<file path="config.mk">
export PLATFORM = sky130hd
export DESIGN_NAME = blkfin_top
export DESIGN_NICKNAME = d
export VERILOG_FILES = /design/src/rtl/blkfin_pkg.sv /design/src/rtl/blkfin_status_compose.sv /design/src/rtl/blkfin_irq_merge.sv /design/src/rtl/blkfin_seq.sv /design/src/rtl/blkfin_top.sv
export SDC_FILE = /design/constraint.sdc
export NUM_CORES = 1
export LEC_CHECK = 0
export BUFFER_PORTS_ARGS = -buffer_cell sky130_fd_sc_hd__buf_2
export CAP_MARGIN = 40
export CORE_ASPECT_RATIO = 1.1
export CORE_MARGIN = 2
export CORE_UTILIZATION = 49
export CTS_CLUSTER_SIZE = 16
export DETAILED_ROUTE_END_ITERATION = 16
export GPL_TIMING_DRIVEN = 0
export MAX_ROUTING_LAYER = met4
export PLACE_DENSITY = 0.85
export SLEW_MARGIN = 40
export SYNTH_ARGS = -nofsm -noshare
export SYNTH_HDL_FRONTEND = slang
export SYNTH_SLANG_ARGS = --single-unit
</file>
<file path="constraint.sdc">
create_clock -name clk -period 4.4 [get_ports clk]
set_clock_uncertainty 0.15 [all_clocks]
set_input_delay 0.88 -clock clk [delete_from_list [all_inputs] [get_ports clk]]
set_output_delay 0.88 -clock clk [all_outputs]
set_load 0.05 [all_outputs]
</file>
<file path="src/rtl/blkfin_pkg.sv">
package blkfin_pkg;

    localparam int WORD_W  = 16;
    localparam int FIELD_W = 8;
    localparam int ERR_W   = 5;

    localparam int BUSY_BIT   = 7;
    localparam int MEMERR_BIT = 6;
    localparam int SECT_BIT   = 5;

    typedef logic [WORD_W-1:0] word_t;

    // Final status layout; the field positions are read by the host.
    typedef struct packed {
        logic [FIELD_W-1:0] field;
        logic               busy;
        logic               mem_err;
        logic               sect_found;
        logic [ERR_W-1:0]   err;
    } stat_t;

    localparam word_t SECT_MASK = word_t'(1) << SECT_BIT;

    typedef enum logic [2:0] {
        S_IDLE,
        S_CNT,
        S_STAT,
        S_IRQ,
        S_END
    } seq_state_t;

endpackage

</file>
<file path="src/rtl/blkfin_status_compose.sv">
module blkfin_status_compose
    import blkfin_pkg::*;
#(
    parameter logic [FIELD_W-1:0] DONE_CODE = 8'hFF
) (
    input  word_t              raw_status,
    input  logic [ERR_W-1:0]   saved_err,
    input  logic [FIELD_W-1:0] field_num,
    input  logic               drive_b,
    input  logic               mem_err,
    input  word_t              next_link,
    output word_t              status_word,
    output logic               busy,
    output logic               has_xfer
);

    stat_t fresh;
    word_t keep;

    always_comb begin
        busy     = !mem_err && (saved_err == '0) && (next_link != '0);
        has_xfer = (field_num != DONE_CODE);
        fresh    = '{field: field_num, busy: busy, mem_err: mem_err,
                     sect_found: 1'b0, err: saved_err};
        keep     = drive_b ? '0 : SECT_MASK;
        status_word = (raw_status & keep) | word_t'(fresh);
    end

endmodule

</file>
<file path="src/rtl/blkfin_irq_merge.sv">
module blkfin_irq_merge
    import blkfin_pkg::*;
(
    input  word_t irq_in,
    input  word_t mask_q,
    output word_t irq_wdata
);

    always_comb irq_wdata = irq_in | mask_q;

endmodule

</file>
<file path="src/rtl/blkfin_seq.sv">
module blkfin_seq
    import blkfin_pkg::*;
#(
    parameter int ADDR_W = 16
) (
    input  logic              clk,
    input  logic              rst,
    input  logic              start,
    input  word_t             status_in,
    input  logic              busy_in,
    input  logic              has_xfer,
    input  word_t             next_link,
    input  word_t             stop_cmd,
    input  word_t             sector_count,
    input  word_t             irq_mask,
    input  logic [ADDR_W-1:0] count_addr,
    input  logic [ADDR_W-1:0] status_addr,
    output logic              wr_valid,
    output logic [ADDR_W-1:0] wr_addr,
    output word_t             wr_data,
    input  logic              wr_ack,
    output word_t             mask_q,
    output logic              irq_we,
    output logic              irq_req,
    output logic              stop_valid,
    output word_t             stop_word,
    output logic              fetch_req,
    output word_t             fetch_link,
    output logic              done
);

    seq_state_t        state;
    word_t             stat_q, link_q, stop_q, cnt_q;
    logic              busy_q;
    logic [ADDR_W-1:0] cnt_addr_q, stat_addr_q;

    always_ff @(posedge clk) begin
        if (rst) begin
            state       <= S_IDLE;
            stat_q      <= '0;
            link_q      <= '0;
            stop_q      <= '0;
            cnt_q       <= '0;
            mask_q      <= '0;
            busy_q      <= 1'b0;
            cnt_addr_q  <= '0;
            stat_addr_q <= '0;
        end else begin
            unique case (state)
                S_IDLE: if (start) begin
                    stat_q      <= status_in;
                    busy_q      <= busy_in;
                    link_q      <= next_link;
                    stop_q      <= stop_cmd;
                    cnt_q       <= sector_count;
                    mask_q      <= irq_mask;
                    cnt_addr_q  <= count_addr;
                    stat_addr_q <= status_addr;
                    state       <= has_xfer ? S_CNT : S_STAT;
                end
                S_CNT:  if (wr_ack) state <= S_STAT;
                S_STAT: if (wr_ack) state <= S_IRQ;
                S_IRQ:  state <= S_END;
                S_END:  state <= S_IDLE;
                default: state <= S_IDLE;
            endcase
        end
    end

    always_comb begin
        wr_valid   = (state == S_CNT) || (state == S_STAT);
        wr_addr    = (state == S_CNT) ? cnt_addr_q : stat_addr_q;
        wr_data    = (state == S_CNT) ? cnt_q : stat_q;
        irq_we     = (state == S_IRQ);
        irq_req    = (state == S_IRQ);
        done       = (state == S_END);
        stop_valid = done && !busy_q;
        fetch_req  = done && busy_q;
        stop_word  = stop_q;
        fetch_link = link_q;
    end

    AST_WR_HOLD: assert property (@(posedge clk) disable iff (rst)
        (wr_valid && !wr_ack) |=> (wr_valid && $stable(wr_addr) && $stable(wr_data)));

    AST_DONE_PULSE: assert property (@(posedge clk) disable iff (rst)
        done |=> !done);

    AST_DONE_AFTER_IRQ: assert property (@(posedge clk) disable iff (rst)
        done |-> $past(irq_we));

    AST_ONE_OUTCOME: assert property (@(posedge clk) disable iff (rst)
        done |-> ($countones({stop_valid, fetch_req}) == 1));

    AST_FETCH_LINK: assert property (@(posedge clk) disable iff (rst)
        fetch_req |-> (fetch_link != '0));

    AST_MEMERR_NOBUSY: assert property (@(posedge clk) disable iff (rst)
        (state == S_STAT && wr_data[MEMERR_BIT]) |-> !wr_data[BUSY_BIT]);

endmodule

</file>
<file path="src/rtl/blkfin_top.sv">
module blkfin_top
    import blkfin_pkg::*;
#(
    parameter int                 ADDR_W    = 16,
    parameter logic [FIELD_W-1:0] DONE_CODE = 8'hFF
) (
    input  logic               clk,
    input  logic               rst,
    input  logic               start,
    input  logic [15:0]        raw_status,
    input  logic [4:0]         saved_err,
    input  logic [7:0]         field_num,
    input  logic               drive_b,
    input  logic               mem_err,
    input  logic [15:0]        next_link,
    input  logic [15:0]        irq_mask,
    input  logic [15:0]        stop_cmd,
    input  logic [15:0]        sector_count,
    input  logic [ADDR_W-1:0]  count_addr,
    input  logic [ADDR_W-1:0]  status_addr,
    output logic               wr_valid,
    output logic [ADDR_W-1:0]  wr_addr,
    output logic [15:0]        wr_data,
    input  logic               wr_ack,
    input  logic [15:0]        irq_in,
    output logic               irq_we,
    output logic [15:0]        irq_wdata,
    output logic               irq_req,
    output logic               stop_valid,
    output logic [15:0]        stop_word,
    output logic               fetch_req,
    output logic [15:0]        fetch_link,
    output logic               done
);

    word_t status_w;
    word_t mask_q;
    logic  busy_w;
    logic  has_xfer_w;

    blkfin_status_compose #(.DONE_CODE(DONE_CODE)) compose_i (
        .raw_status (raw_status),
        .saved_err  (saved_err),
        .field_num  (field_num),
        .drive_b    (drive_b),
        .mem_err    (mem_err),
        .next_link  (next_link),
        .status_word(status_w),
        .busy       (busy_w),
        .has_xfer   (has_xfer_w)
    );

    blkfin_seq #(.ADDR_W(ADDR_W)) seq_i (
        .clk         (clk),
        .rst         (rst),
        .start       (start),
        .status_in   (status_w),
        .busy_in     (busy_w),
        .has_xfer    (has_xfer_w),
        .next_link   (next_link),
        .stop_cmd    (stop_cmd),
        .sector_count(sector_count),
        .irq_mask    (irq_mask),
        .count_addr  (count_addr),
        .status_addr (status_addr),
        .wr_valid    (wr_valid),
        .wr_addr     (wr_addr),
        .wr_data     (wr_data),
        .wr_ack      (wr_ack),
        .mask_q      (mask_q),
        .irq_we      (irq_we),
        .irq_req     (irq_req),
        .stop_valid  (stop_valid),
        .stop_word   (stop_word),
        .fetch_req   (fetch_req),
        .fetch_link  (fetch_link),
        .done        (done)
    );

    blkfin_irq_merge merge_i (
        .irq_in   (irq_in),
        .mask_q   (mask_q),
        .irq_wdata(irq_wdata)
    );

endmodule

</file>
==> run metrics, run 1 <==
result of the run finished clean; total setup buffers inserted after CTS 0; number of global-route vias before repair 4,672; max-slew violation total from the final report 0; Post-synth EDFFs 0; first drt pass iteration count 5; area of the die about 10,000 µm²; number of buffers on the longest clock path 2; depth of the CTS H-tree 4; number of diodes added for antenna fixing 0; number of clock buffers inserted by TritonCTS 17; RR Startpoint seq_i.state[2]; number of vias after detailed routing 4,857; number of instances in the synthesized netlist about 570; setup repair after global routing missed its margin false; portion of synthesized cell area occupied by the leading cell type 0.494; category of the critical setup timing path reg -> out; floorplan die height ~110 µm; kind of path behind the tightest hold check reg -> reg; leading cell types in the layout, fill and taps excluded 224 x sky130_fd_sc_hd__buf_2, 221 x sky130_fd_sc_hd__nand2_1, 115 x sky130_fd_sc_hd__dfxtp_1; post-synth net total just over 700; area of the mapped netlist approximately 4700 µm²; Required @ worst endpoint between 3000 and 4000 ps; total grt overflow 0; source-to-sink clock delay at the later pin of the worst-skew pair around 500 ps; cell area power density around 520 nW/µm²; antenna violations before repair 0; number of nets with antenna violations after routing 0; Critical Path Source seq_i.state[0]; Core Region 9310 µm²; Root Buffer sky130_fd_sc_hd__clkbuf_8; I/O pin total around 230; Max-Cap Viols 0; starting density of the core 0.501; total of cells resized after clock tree synthesis 0; wire length of the first global-routing pass ~21 mm; flop and latch count out of synthesis between 100 and 150; arrival time worst endpoint ~2300 ps; Max Clk Rate approximately 300 MHz; leakage power figure 3.08 nW; Die W 97.0 µm; net count reported at finish 954; launch instance of the worst min-delay path seq_i.stat_addr_q[13]; measured slew at the worst slew-check pin 546 ps; setup TNS after final layout 0 ps; mean instance size in the synthesized netlist between 8 and 9 µm²; weighted congestion at the end of routability-driven global placement 0.932; Hold Vio Cnt, Final 0; Most used DFF post-synth sky130_fd_sc_hd__dfxtp_1; commonest non-fill, non-tap cell in the layout sky130_fd_sc_hd__buf_2; layout cells sized above 1 0.394; post-synthesis cell type with the largest combined area sky130_fd_sc_hd__dfxtp_1; final-layout worst hold slack roughly 300 ps; Setup Viol. Count Final 0; row count 37; top post-synthesis cells by area sky130_fd_sc_hd__dfxtp_1 49%, sky130_fd_sc_hd__nand2_1 18%, sky130_fd_sc_hd__a21oi_1 12%, sky130_fd_sc_hd__mux2_2 7.7%, sky130_fd_sc_hd__buf_6 2.2%; number of remaining DRC errors 0; clock sinks 115; worst-path fanout max 10; Final Routed Wirelength roughly 14 mm; pin count of the biggest net entering global routing 17; WL per Instance 14.5 µm; first-iteration detailed-routing DRC count about 250; synth unique cells 30; final period demand of the worst path about 3400 ps; layout overhead on the synthesized area 40.1%; type of element capturing the critical path output pin; sequential share of the synthesized area 0.494; Critical Path Source Type flip-flop; Worst-path clk slew approximately 60 ps; detail-routed via count per cell between 5 and 6; number of warning messages in the yosys log 0; final HPWL from detailed placement 9.98 mm; clock tree from TritonCTS yes; max_slew headroom 0.636; overall track demand over capacity in global routing 0.263; fraction of synthesis flops using an asynchronous set or reset pin 0; hold-fix buffers at CTS 0; post-route clock period utilization 0.763; Worst VDD drop 0.277 mV; count of buffers inserted at the top-level ports roughly 220; post-route core utilization 0.701
critical path, stage by stage, from the launching register on:
cell	delay [ps]
sky130_fd_sc_hd__dfxtp_1	300
sky130_fd_sc_hd__buf_2	180
sky130_fd_sc_hd__nor3b_2	400
sky130_fd_sc_hd__buf_2	350
sky130_fd_sc_hd__mux2_2	380
sky130_fd_sc_hd__buf_2	210
sequential cells by signal (all words and copies together) (netlist names):
signal and flops:
seq_i.cnt_addr_q 16, seq_i.state 3, seq_i.mask_q 16, seq_i.stop_word 16, seq_i.stat_q 16, seq_i.cnt_q 16, seq_i.fetch_link 16, seq_i.stat_addr_q 16
worst paths after layout:
check,slack (ps),depth (start not counted),endpoint
max reg2reg,2420,6,seq_i.cnt_addr_q[0]
max,1040,5,wr_addr[13]
min,300,2,seq_i.stat_addr_q[13]
min reg2reg,300,2,seq_i.stat_addr_q[13]
metal layers:
| metal | global-route usage | vias up | routed length, µm |
|---|---|---|---|
| li1 | - | 2347 | - |
| met2 | 0.454 | 208 | 7030 |
| met5 | - | - | 0 |
| met4 | 0.116 | 0 | 419 |
| met1 | 0.296 | 2262 | 5300 |
| met3 | 0.0546 | 40 | 824 |
final cells by class:
cell class,instances,area [µm²]
plain buffers,45,277
clock buffers,22,463
clock inverters,10,178
fillers,706,2780
multi-input cells,412,2080
flip-flops and latches,115,2300
well taps,117,146
repair buffers,216,1080
cell usage after synthesis, types with 2 or more instances:
| master | instances |
|---|---|
| sky130_fd_sc_hd__buf_6 | 9 |
| sky130_fd_sc_hd__nor2b_1 | 2 |
| sky130_fd_sc_hd__buf_2 | 8 |
| sky130_fd_sc_hd__a21oi_1 | 114 |
| sky130_fd_sc_hd__nor2_1 | 2 |
| sky130_fd_sc_hd__mux2_2 | 32 |
| sky130_fd_sc_hd__and4_1 | 2 |
| sky130_fd_sc_hd__dfxtp_1 | 115 |
| sky130_fd_sc_hd__nand2_1 | 221 |
| sky130_fd_sc_hd__nand3b_1 | 2 |
| sky130_fd_sc_hd__nor4_1 | 5 |
| sky130_fd_sc_hd__or2_2 | 16 |
| sky130_fd_sc_hd__buf_4 | 8 |
| sky130_fd_sc_hd__clkbuf_1 | 20 |
power breakdown:
group | switching (mW) | internal, mW
registers | 0.0424 | 1.13
logic | 0.521 | 0.239
clock network | 0.459 | 1.02
total | 1.02 | 2.39
kinds of logic after synthesis:
| kind of cell | share of synthesized area |
|---|---|
| flip-flops | 0.494 |
| multiplexers | 0.0773 |
| AND/OR/NAND/NOR | 0.239 |
| AO/OA/AOI/OAI | 0.128 |
| buffers and inverters | 0.0593 |
| XOR/XNOR | 0.00188 |
metrics by stage:
step	setup WS (ps)	cell area [µm²]	total power [mW]	instances
global placement	1520	5890	1.93	905
global route	881	6530	3.54	937
floorplan	1560	4660	1.74	572
detailed placement	1550	5890	1.95	905
finish	1040	6530	3.41	937
CTS	1020	6530	3.42	937
(Power assumes the default switching activity.)
==> inputs of run 2 (changes only) <==
--- a/config.mk
+++ b/config.mk
@@ -9,12 +9,12 @@
 export CAP_MARGIN = 40
 export CORE_ASPECT_RATIO = 1.1
 export CORE_MARGIN = 2
-export CORE_UTILIZATION = 49
+export CORE_UTILIZATION = 46
 export CTS_CLUSTER_SIZE = 16
 export DETAILED_ROUTE_END_ITERATION = 16
 export GPL_TIMING_DRIVEN = 0
 export MAX_ROUTING_LAYER = met4
-export PLACE_DENSITY = 0.85
+export PLACE_DENSITY = 0.8
 export SLEW_MARGIN = 40
 export SYNTH_ARGS = -nofsm -noshare
 export SYNTH_HDL_FRONTEND = slang
==> constraint.sdc (replaced) <==
create_clock -name clk -period 3.2 [get_ports clk]
set_clock_uncertainty 0.15 [all_clocks]
set_input_delay 0.64 -clock clk [delete_from_list [all_inputs] [get_ports clk]]
set_output_delay 0.64 -clock clk [all_outputs]
set_load 0.05 [all_outputs]
==> run 2 against run 1 <==
Net effect: final cell count increased by 0.32%; die area increased by 6.3%; clock power increased by 31%; register-to-register slack got worse by 1200 ps; via count decreased by 2.7%; global-route usage decreased by 0.52 points; worst hold slack got worse by 90 ps; critical path type unchanged; largest cell class unchanged.
==> run metrics, run 2 (synthesis gave the netlist of run 1 again) <==
result of the run finished clean; layout overhead on the synthesized area 39.6%; post-placement cell area 5890 µm² (about the same); Root Buffer sky130_fd_sc_hd__clkbuf_8; first-iteration detailed-routing DRC count 235 (-7.5%); setup TNS after final layout 0 ps (unchanged); arrival time worst endpoint 2300 ps (-30 ps); Hold Vio Cnt, Final 0 (unchanged); starting density of the core 0.473 (-0.0273); finished layout cell area 6500 µm² (-0.35%); number of diodes added for antenna fixing 0 (unchanged); clock sinks 115 (unchanged); post-route clock period utilization 0.965; Critical Path Source Type flip-flop; number of vias after detailed routing 4,726 (-2.7%); clock tree from TritonCTS yes; cell area power density 707 nW/µm² (+35%); reg2reg path depth 6 (unchanged); I/O pin total 233 (unchanged); Setup Viol. Count Final 0 (unchanged); measured slew at the worst slew-check pin 531 ps (-14.5 ps); number of buffers on the longest clock path 2 (unchanged); final HPWL from detailed placement 10.2 mm (+2.4%); number of clock buffers inserted by TritonCTS 17 (unchanged); source-to-sink clock delay at the later pin of the worst-skew pair 510 ps (about the same); net count reported at finish 954 (unchanged); pin count of the biggest net entering global routing 17 (unchanged); Worst-path clk slew 60 ps (about the same); Required @ worst endpoint 2410 ps (-960 ps); worst-path fanout max 10 (unchanged); depth of the CTS H-tree 4 (unchanged); internal reg-to-reg setup slack 1200 ps (-1220 ps); max_slew headroom 0.646 (+0.00966); hold-fix buffers at CTS 0 (unchanged); RR Startpoint seq_i.state[2]; Max Clk Rate 324 MHz; Fillers 845 (+20%); Final Routed Wirelength 13.9 mm (+2.1%); type of element capturing the critical path output pin; Core Region 9840 µm² (+5.8%); leading cell types in the layout, fill and taps excluded 224 x sky130_fd_sc_hd__buf_2, 221 x sky130_fd_sc_hd__nand2_1, 115 x sky130_fd_sc_hd__dfxtp_1; max-slew violation total from the final report 0 (unchanged); floorplan die height 110 µm (+3.1%); Worst VDD drop 0.352 mV (+27%); Die W 100 µm (+3.1%); final period demand of the worst path approximately 3100 ps; weighted congestion at the end of routability-driven global placement 0.863 (-7.4%); first drt pass iteration count 4 (-1); Cells after DPL 908 (+0.33%); Critical Path Source seq_i.state[0]; category of the critical setup timing path reg -> out; number of nets with antenna violations after routing 0 (unchanged); antenna violations before repair 0 (unchanged); overall track demand over capacity in global routing 0.258 (-0.00518); setup repair after global routing missed its margin false; number of global-route vias before repair 4,649 (-0.49%); number of remaining DRC errors 0 (unchanged); kind of path behind the tightest hold check in -> reg; fin cells 940 (+0.32%); detail-routed via count per cell 5.03 (-3.0%); layout cells sized above 1 0.393 (-0.00122); wire length of the first global-routing pass 21.6 mm (+0.81%); end point of the critical path wr_addr[11]; leakage power figure 3.05 nW (-0.68%); area of the die 11,000 µm² (+6.3%); RR Endpoint seq_i.cnt_addr_q[9]; commonest non-fill, non-tap cell in the layout sky130_fd_sc_hd__buf_2; WL per Instance 14.7 µm (+1.8%); Max-Cap Viols 0 (unchanged); total grt overflow 0 (unchanged); count of buffers inserted at the top-level ports 216 (unchanged); row count 38 (+2.7%)
==> run 2: cell count changes in the layout (fill, tap and decap cells not counted) <==
cell                         before  now
sky130_fd_sc_hd__bufinv_16        5    4
sky130_fd_sc_hd__clkbuf_8         4    3
sky130_fd_sc_hd__clkinvlp_4       1    2
sky130_fd_sc_hd__nor3b_4          0    1
sky130_fd_sc_hd__clkbuf_1        22   23
sky130_fd_sc_hd__nor3b_2          1    0
==> run 2: what timing repair did <==
action	in CTS	in global routing
setup endpoints to repair	10	0
endpoints found under the hold margin	0	0
resized for setup	1	0
setup buffers	0	0
==> run 2: worst min-delay path by stage <==
stage          slack [ps]  cells past startpoint              from                  end
2_1_floorplan         280                      2   seq_i.stat_q[5]      seq_i.stat_q[5]
3_3_place_gp          290                      2   seq_i.cnt_q[10]      seq_i.cnt_q[10]
3_5_place_dp          290                      2  seq_i.mask_q[13]     seq_i.mask_q[13]
4_1_cts               200                      3       stop_cmd[5]   seq_i.stop_word[5]
5_1_grt               190                      3      stop_cmd[11]  seq_i.stop_word[11]
6_report              210                      3       stop_cmd[6]   seq_i.stop_word[6]
==> run 2: critical path, stage by stage (launching register included) <==
cell	delay, ps
sky130_fd_sc_hd__dfxtp_1	300
sky130_fd_sc_hd__buf_2	190
sky130_fd_sc_hd__nor3b_4	350
sky130_fd_sc_hd__buf_2	340
sky130_fd_sc_hd__mux2_2	390
sky130_fd_sc_hd__buf_2	220
==> run 2: layer usage <==
| metal | track usage | vias up | part of all wire |
|---|---|---|---|
| met5 | - | - | 0 |
| met4 | 0.0939 | 0 | 0.023 |
| met3 | 0.0547 | 29 | 0.044 |
| met2 | 0.444 | 164 | 0.52 |
| met1 | 0.298 | 2181 | 0.41 |
| li1 | - | 2352 | - |
==> run 2: final cells by class <==
class | count | area, µm² | share of cell area
clock inverter | 10 | 155 | 0.0239
buffer | 45 | 277 | 0.0425
clock buffer | 22 | 453 | 0.0696
tap | 120 | 150 | 0.0231
timing repair buffer | 216 | 1080 | 0.166
multi-input combinational | 412 | 2090 | 0.321
sequential | 115 | 2300 | 0.354
==> run 2: where the power goes <==
group          leakage (nW)  internal [mW]  switching (mW)
Sequential            0.943           1.56          0.0571
Clock                 0.295           1.30           0.638
Combinational          1.82          0.330           0.720
Total                  3.05           3.18            1.42
==> run 2: through the flow <==
step	setup WS, ps	total power, mW	util	hold WS, ps
after floorplan	603	2.39	-	279
after global placement	544	2.66	0.599	288
after detailed placement	525	2.68	0.599	293
after CTS	83.1	4.61	0.661	196
after global routing	6.85	4.78	0.661	194
final	111	4.60	0.661	210
==> inputs of run 3 (changes only) <==
--- a/config.mk
+++ b/config.mk
@@ -13,7 +13,6 @@
 export CTS_CLUSTER_SIZE = 16
 export DETAILED_ROUTE_END_ITERATION = 16
 export GPL_TIMING_DRIVEN = 0
-export MAX_ROUTING_LAYER = met4
 export PLACE_DENSITY = 0.8
 export SLEW_MARGIN = 40
 export SYNTH_ARGS = -nofsm -noshare
==> run 3 against run 2 <==
Net effect: clock-buffer cell count did not move; utilization did not move; combinational power is essentially flat; largest cell class unchanged; global-route usage down 0.73 points; power hardly changed; non-clock buffer count unchanged; sequential power about the same; register-to-register slack got worse by 20 ps; first-iteration DRC count is 11% lower.
==> run metrics, run 3 (synthesis gave the netlist of run 1 again) <==
number of diodes added for antenna fixing 0 (unchanged); family of cells with the greatest summed delay on the critical path buffers and inverters; net count reported at finish 954 (unchanged); Die W 100 µm (unchanged); leakage power figure 3.05 nW (unchanged); Core Region 9840 µm² (unchanged); first drt pass iteration count 5 (+1); commonest non-fill, non-tap cell in the layout sky130_fd_sc_hd__buf_2; post-route core utilization 0.661 (unchanged); kind of path behind the tightest hold check in -> reg; number of buffers on the longest clock path 2 (unchanged); detail-routed via count per cell 5.03 (about the same); source-to-sink clock delay at the later pin of the worst-skew pair 510 ps (about the same); count of buffers inserted at the top-level ports 216 (unchanged); I/O pin total 233 (unchanged); overall track demand over capacity in global routing 0.251 (-0.00727); worst-path fanout max 10 (unchanged); number of nets with antenna violations after routing 0 (unchanged); hold-fix buffers at CTS 0 (unchanged); worst-case setup slack after placement 525 ps (unchanged); starting density of the core 0.473 (unchanged); floorplan die height 110 µm (unchanged); row count 38 (unchanged); post-route clock period utilization 0.969 (+0.00339); Required @ worst endpoint 2410 ps (about the same); wire length of the first global-routing pass 21.6 mm (about the same); max-slew violation total from the final report 0 (unchanged); Max Clk Rate 323 MHz (-0.35%); area of the die 11,000 µm² (unchanged); first-iteration detailed-routing DRC count 208 (-11%); leading cell types in the layout, fill and taps excluded 224 x sky130_fd_sc_hd__buf_2, 221 x sky130_fd_sc_hd__nand2_1, 115 x sky130_fd_sc_hd__dfxtp_1; number of vias after detailed routing 4,725 (-0.021%); type of element capturing the critical path output pin; total grt overflow 0 (unchanged); Hold Vio Cnt, Final 0 (unchanged); total design power 4.60 mW (about the same); number of global-route vias before repair 4,661 (+0.26%); result of the run finished clean; measured slew at the worst slew-check pin 512 ps (-19.7 ps); arrival time worst endpoint 2310 ps (about the same); WL per Instance 14.7 µm (-0.51%); Worst-path clk slew 60 ps (about the same); Bufs and invs on worst path 3 (unchanged); final period demand of the worst path 3100 ps (+10.8 ps); Worst VDD drop 0.352 mV (+0.15%); antenna violations before repair 0 (unchanged); setup ws final 100 ps (-10.8 ps); setup repair after global routing missed its margin false; weighted congestion at the end of routability-driven global placement 0.849 (-1.5%); pin count of the biggest net entering global routing 17 (unchanged); setup TNS after final layout 0 ps (unchanged); standard cell with the maximum stage delay on the critical path sky130_fd_sc_hd__mux2_2; delay of the slowest critical-path stage 390 ps (about the same); layout overhead on the synthesized area 39.6% (unchanged); clock sinks 115 (unchanged); Max-Cap Viols 0 (unchanged); final HPWL from detailed placement 10.2 mm (unchanged); Setup Viol. Count Final 0 (unchanged); category of the critical setup timing path reg -> out; cell area power density 707 nW/µm² (about the same); number of remaining DRC errors 0 (unchanged); Final Routed Wirelength 13.8 mm (-0.51%); depth of the CTS H-tree 4 (unchanged); CP Cell Sequence buf_2 > nor3b_4 > buf_2 > mux2_2 > buf_2; max_slew headroom 0.659 (+0.0131); cell mode on critical path sky130_fd_sc_hd__buf_2; Critical Path Source Type flip-flop; clock tree from TritonCTS yes; Root Buffer sky130_fd_sc_hd__clkbuf_8; layout cells sized above 1 0.393 (unchanged); number of clock buffers inserted by TritonCTS 17 (unchanged)
## run 3: cell counts in the layout (fill, tap and decap cells not counted)
No cell type changed its count.
## run 3: timing repair
action,in CTS,in global routing
endpoints found under the hold margin,0,0
gates resized for setup,1,0
setup buffers,0,0
endpoints found under the setup margin,10,0
## run 3: worst register-to-register path, stage by stage, from the launching register on
cell,delay (ps)
sky130_fd_sc_hd__dfxtp_1,290
sky130_fd_sc_hd__buf_4,160
sky130_fd_sc_hd__nor4b_2,480
sky130_fd_sc_hd__buf_2,360
sky130_fd_sc_hd__buf_2,280
sky130_fd_sc_hd__nand2_1,90
sky130_fd_sc_hd__a21oi_1,130
## run 3: layout make-up
cell class                      instances  area (µm²)
Buffer                                 45         277
Fill cell                             845        3340
Sequential cell                       115        2300
Timing Repair Buffer                  216        1080
Multi-Input combinational cell        412        2090
Clock buffer                           22         453
Clock inverter                         10         155
Tap cell                              120         150
## run 3: per-layer routing
layer	wire [µm]	track usage
met2	7120	0.444
met5	0	0
met4	366	0.0998
met1	5580	0.294
met3	727	0.0585
## run 3: through the flow
| step | cells | hold WS, ps | instance area, µm² |
|---|---|---|---|
| floorplan | 572 | 279 | 4660 |
| global placement | 908 | 288 | 5890 |
| detailed placement | 908 | 293 | 5890 |
| CTS | 940 | 196 | 6500 |
| global route | 940 | 196 | 6500 |
| finish | 940 | 205 | 6500 |
## run 3: final timing paths
kind                       start             endpoint  slack [ps]  cells past startpoint
setup / recovery  seq_i.state[0]          wr_addr[11]         100                      5
hold / removal       stop_cmd[5]   seq_i.stop_word[5]         200                      3
setup reg to reg  seq_i.state[2]  seq_i.cnt_addr_q[9]        1180                      6
hold reg to reg   seq_i.cnt_q[3]       seq_i.cnt_q[3]         300                      2
## run 3: where the power goes
group          switching, mW  internal (mW)  total, mW
sequential            0.0574           1.56       1.61
combinational          0.719          0.330       1.05
clock                  0.638           1.30       1.94
total                   1.41           3.18       4.60
